### src/rtl/cic_pkg.sv
package cic_pkg;
  localparam int CIC_DEF_CODE_W     = 4;
  localparam int CIC_DEF_MIN_FRAMES = 2;
  localparam int CIC_SYNC_STAGES    = 2;
endpackage

### src/rtl/cic_rst_sync.sv
module cic_rst_sync #(
  parameter int STAGES = cic_pkg::CIC_SYNC_STAGES
) (
  input  logic clk,
  input  logic rst_n,
  output logic rst_sync_n
);
  logic [STAGES-1:0] sync_q;
  logic [STAGES-1:0] sync_d;

  always_comb begin
    sync_d = {sync_q[STAGES-2:0], 1'b1};
  end

  always_ff @(posedge clk or negedge rst_n) begin
    if (!rst_n) sync_q <= '0;
    else        sync_q <= sync_d;
  end

  assign rst_sync_n = sync_q[STAGES-1];
endmodule

### src/rtl/cic_tx.sv
module cic_tx #(
  parameter int CODE_W     = cic_pkg::CIC_DEF_CODE_W,
  parameter int MIN_FRAMES = cic_pkg::CIC_DEF_MIN_FRAMES
) (
  input  logic              clk,
  input  logic              rst_n,
  input  logic              frame_stb,
  input  logic              wr,
  input  logic [CODE_W-1:0] wdata,
  output logic [CODE_W-1:0] code,
  output logic              obe
);
  localparam int CNT_W = $clog2(MIN_FRAMES + 1);
  localparam logic [CNT_W-1:0] DONE = CNT_W'(MIN_FRAMES);

  logic [CODE_W-1:0] cur_q, cur_d, pend_q, pend_d;
  logic              pend_v_q, pend_v_d;
  logic [CNT_W-1:0]  cnt_q, cnt_d, cnt_inc;
  logic              load;

  // frames completed by the word on the line, saturating at DONE
  always_comb begin
    cnt_inc  = (cnt_q >= DONE) ? DONE : cnt_q + 1'b1;
    load     = frame_stb && pend_v_q && (cnt_inc >= DONE);
    cur_d    = load ? pend_q : cur_q;
    cnt_d    = load ? '0 : cnt_inc;
    pend_d   = wr ? wdata : pend_q;
    pend_v_d = wr ? 1'b1 : (load ? 1'b0 : pend_v_q);
  end

  always_ff @(posedge clk or negedge rst_n) begin
    if (!rst_n) begin
      cur_q    <= '1;
      cnt_q    <= DONE;
      pend_q   <= '1;
      pend_v_q <= 1'b0;
    end else begin
      if (frame_stb) begin
        cur_q <= cur_d;
        cnt_q <= cnt_d;
      end
      pend_q   <= pend_d;
      pend_v_q <= pend_v_d;
    end
  end

  assign code = cur_q;
  assign obe  = !pend_v_q && (cnt_q >= DONE);
endmodule

### src/rtl/cic_rx.sv
module cic_rx #(
  parameter int CODE_W = cic_pkg::CIC_DEF_CODE_W
) (
  input  logic              clk,
  input  logic              rst_n,
  input  logic              frame_stb,
  input  logic [CODE_W-1:0] code,
  output logic [CODE_W-1:0] rdata,
  output logic              ibf
);
  logic [CODE_W-1:0] buf_q, buf_d;
  logic              ibf_q, ibf_d;
  logic              same;

  always_comb begin
    same  = (code == buf_q);
    buf_d = same ? buf_q : code;
    ibf_d = same;
  end

  always_ff @(posedge clk or negedge rst_n) begin
    if (!rst_n) begin
      buf_q <= '1;
      ibf_q <= 1'b0;
    end else if (frame_stb) begin
      buf_q <= buf_d;
      ibf_q <= ibf_d;
    end
  end

  assign rdata = buf_q;
  assign ibf   = ibf_q;
endmodule

### src/rtl/cic_xcvr.sv
module cic_xcvr #(
  parameter int CODE_W     = cic_pkg::CIC_DEF_CODE_W,
  parameter int MIN_FRAMES = cic_pkg::CIC_DEF_MIN_FRAMES
) (
  input  logic              clk,
  input  logic              rst_n,
  input  logic              frame_stb,
  input  logic              tx_wr,
  input  logic [CODE_W-1:0] tx_wdata,
  output logic [CODE_W-1:0] tx_code,
  output logic              tx_obe,
  input  logic [CODE_W-1:0] rx_code,
  output logic [CODE_W-1:0] rx_rdata,
  output logic              rx_ibf
);
  logic rst_sync_n;

  cic_rst_sync #(.STAGES(cic_pkg::CIC_SYNC_STAGES)) u_rst (
    .clk(clk), .rst_n(rst_n), .rst_sync_n(rst_sync_n)
  );

  cic_tx #(.CODE_W(CODE_W), .MIN_FRAMES(MIN_FRAMES)) u_tx (
    .clk(clk), .rst_n(rst_sync_n), .frame_stb(frame_stb),
    .wr(tx_wr), .wdata(tx_wdata), .code(tx_code), .obe(tx_obe)
  );

  cic_rx #(.CODE_W(CODE_W)) u_rx (
    .clk(clk), .rst_n(rst_sync_n), .frame_stb(frame_stb),
    .code(rx_code), .rdata(rx_rdata), .ibf(rx_ibf)
  );
endmodule

### config.mk
export PLATFORM = sky130hd
export DESIGN_NAME = cic_xcvr
export DESIGN_NICKNAME = d
export VERILOG_FILES = /design/src/rtl/cic_pkg.sv /design/src/rtl/cic_rst_sync.sv /design/src/rtl/cic_tx.sv /design/src/rtl/cic_rx.sv /design/src/rtl/cic_xcvr.sv
export SDC_FILE = /design/constraint.sdc
export NUM_CORES = 1
export LEC_CHECK = 0
export BUFFER_PORTS_ARGS = -buffer_cell sky130_fd_sc_hd__buf_2
export CORE_AREA = 5 5 50 52
export DETAILED_ROUTE_END_ITERATION = 8
export DIE_AREA = 0 0 55 57
export PLACE_DENSITY = 0.62
export SYNTH_ARGS = -nofsm -noshare
export SYNTH_HDL_FRONTEND = slang
export SYNTH_SLANG_ARGS = --single-unit
### constraint.sdc
create_clock -name clk -period 0.93 [get_ports clk]
set_input_delay 0.0465 -clock clk [delete_from_list [all_inputs] [get_ports clk]]
set_output_delay 0.0465 -clock clk [all_outputs]
set_load 0.01 [all_outputs]
==> key figures <==
Outcome
  – Run status: finished, violations left
  – Failing checks: negative setup slack

Die
  – Core Area: 2060 sq um
  – DIE HEIGHT: 57 microns
  – I/O pin cnt: 22
  – Row cnt: 17
  – DIE AREA: 3140 sq um
  – Initial Util: 0.361
  – Chip width: 55 microns

Pwr
  – Lkg Pwr: 0.553 nW
  – PD cells: 2360 nW/um^2
  – VDD IR max: 1.41 mV
  – Comb power frac: 0.411
  – Clk network pwr share: 0.168
  – Cell Int Power: 0.00209 W
  – Seq pwr share: 0.421
  – P_sw: 0.000760 W
  – Switching part of the total: 0.266

Detailed routing
  – Via count: 528
  – Routed len/inst: 12.7 microns
  – Detailed Route WL: 1.54 mm
  – Antenna-violating nets left: 0
  – # DRC: 0
  – 1st-iter DRT viols: 3
  – 1st-pass router iterations: 3
  – Vias per cell: 4.36

STA
  – Skew final: 0.00344 ns
  – RSZ-0062 raised after global routing: true
  – Crit share post-route: 1.27
  – Minimum clock period: 1.19 ns
  – Final worst setup slack: -0.256 ns
  – Final Hold Vio Count: 0
  – Final setup fails: 17
  – F_max: 0.843 GHz
  – Final slew viol count: 0
  – Setup TNS: -2.63 ns

Cells and area
  – Fillers: 192
  – Nets@finish: 106
  – Layout area overhead: 61.9%
  – Diodes inserted: 0
  – Ratio of cells with drive above 1 in the final layout: 0.774
  – Final instance area: 1210 sq um
  – Final core occ: 0.585

Worst hold path
  – Hold EP: u_rx.rdata[2]$_DFFE_PN1P_
  – Worst hold path type: primary input to register
  – HP Start: rx_code[2]
  – Worst Hold Depth: 2

CTS
  – CTS buffer count: 3
  – H-tree depth: 1
  – CTS tree: done
  – Deepest clock path buffer count: 2
  – Clk_lat worst skew: 0.29 ns
  – Clock transition at path regs: 0.10 ns
  – Clk sink count: 18
  – Clock Tree Root: clkbuf_4

Logic synthesis
  – Ranking of synthesized cells by area: dfstp_2 46%, dfrtp_1 17%, mux2_2 15%
  – Syn Area/Cell: 16.2 sq um
  – Yosys top cell by area: dfstp_2
  – Synth async-reset ratio: 1.00
  – Post-synth EDFFs: 0
  – Yosys top cell area share: 0.458
  – Yosys Warn Count: 0
  – Ys flop type: dfstp_2
  – Post-synthesis cell area: 746 sq um
  – Post-synth net total: 58
  – Post-synthesis cell type count: 14
  – Synth Register Bits: 18
  – Cells after Synth: 46
  – Post-synthesis sequential area ratio: 0.626
  – Post-synth top cells: 13 x dfstp_2, 10 x mux2_2, 5 x dfrtp_1, 4 x mux2_4, 4 x xor2_1
  – Count leader, synth: dfstp_2

Placed design
  – Hpwl dp: 954 microns
  – PortBufs: 21
  – Routability cong.: 0.676
  – Dpl cell area: 931 sq um
  – Setup WS pre-CTS: -0.218 ns

Setup path
  – Worst r2r src: u_tx.cnt_q[1]$_DFFE_PN1P_
  – Critical Path End Type: register
  – Flop2flop setup slack: -0.26 ns
  – FF-to-FF End: u_tx.code[0]$_DFFE_PN1P_
  – Setup Crit Path Kind: register to register
  – CP Max Fanout: 4
  – Startpoint types: register
  – Required time worst endpoint: 1.16 ns
  – Worst endpoint data arrival time: 1.41 ns
  – R2R cell count: 3

Global routing
  – Largest net degree at the start of global routing: 17
  – Initial antenna violation count: 0
  – Global-route wire length before repair: 2.42 mm
  – Vias in the first global route: 526
  – Total gr overflow: 0
  – Global Route Usage Sum: 0.109

Run
  – Max_cap viols: 0
==> worst max path at each step <==
stage,start,to,slack (ns)
floorplan,u_rx.rdata[1]$_DFFE_PN1P_,u_rx.ibf$_DFFE_PN0P_,-0.18
global placement,u_rx.rdata[3]$_DFFE_PN1P_,u_rx.ibf$_DFFE_PN0P_,-0.18
detailed placement,u_rx.rdata[1]$_DFFE_PN1P_,u_rx.ibf$_DFFE_PN0P_,-0.22
CTS,u_tx.cnt_q[1]$_DFFE_PN1P_,tx_obe,-0.24
global route,u_tx.cnt_q[1]$_DFFE_PN1P_,tx_obe,-0.29
finish,u_tx.cnt_q[1]$_DFFE_PN1P_,u_tx.code[0]$_DFFE_PN1P_,-0.26
==> flip-flops by register name, summed over array words and instances (netlist names) <==
register	cells
u_rst.sync_q	2
u_tx.cnt_q	2
u_tx.pend_v_q	1
u_rx.rdata	4
u_tx.pend_q	4
u_tx.code	4
u_rx.ibf	1
==> final cells by class <==
class | count | area [sq um] | area share
clock buffer | 4 | 36.3 | 0.0301
multi-input combinational | 27 | 293 | 0.242
sequential | 18 | 467 | 0.387
tap | 28 | 35.0 | 0.0290
timing repair buffer | 44 | 377 | 0.312
==> logic make-up (layout without fill, tap and decap cells) <==
| family | Yosys count | in the layout | share of synthesized area |
|---|---|---|---|
| mux | 14 | 14 | 0.232 |
| compound gates | 5 | 5 | 0.0587 |
| flops | 18 | 18 | 0.626 |
| xor+xnor | 4 | 4 | 0.0470 |
| simple gates | 3 | 3 | 0.0218 |
| other cells | 1 | 1 | 0.00503 |
| buf+inv | 1 | 48 | 0.0101 |
==> worst max-delay path: stages, from the launching register on <==
cell and delay, ns:
dfstp_2 0.58, buf_6 0.11, o211ai_4 0.11, mux2_4 0.32
==> cells in the final DEF (no fill, tap or decap), drive strengths merged <==
master       Yosys  routed
o21ai            1       1
dfrtp            5       5
conb             1       1
dlygate4sd3      0       8
xor2             4       4
a21o             1       1
nor2b            1       1
clkbuf           0       4
nor4             1       1
a21oi            2       2
buf              1      36
mux2            14      14
nor2             1       1
dfstp           13      13
o211ai           1       1
==> per-stage QoR <==
step	hold WS (ns)	std cells	total power, W
final	0.0259	121	0.00285
after global routing	0.00930	121	0.00303
after CTS	0.000565	117	0.00271
after detailed placement	-0.166	101	0.00190
after global placement	-0.170	101	0.00188
after floorplan	-0.249	46	0.00162
==> power groups by stage <==
stage	Sequential, W	Clock, W	Combinational [W]
2_1_floorplan	0.00128	0	0.000346
4_1_cts	0.00119	0.000491	0.00103
6_report	0.00120	0.000479	0.00117
5_1_grt	0.00123	0.000540	0.00125
3_5_place_dp	0.00121	0	0.000692
3_3_place_gp	0.00121	0	0.000676
==> per-layer routing <==
metal	track usage	routed length, microns
met1	0.136	644
met2	0.171	829
met3	0.0235	35
met4	0.0625	31
met5	0	0
==> what timing repair did <==
| action | CTS | global route |
|---|---|---|
| setup buffers | 6 | 2 |
| hold buffers | 6 | 2 |
| pin swaps | 4 | 4 |
| endpoints found under the setup margin | 16 | 17 |
| hold endpoints to repair | 7 | 2 |
| gates resized for setup | 11 | 10 |
(Power assumes the default switching activity.)
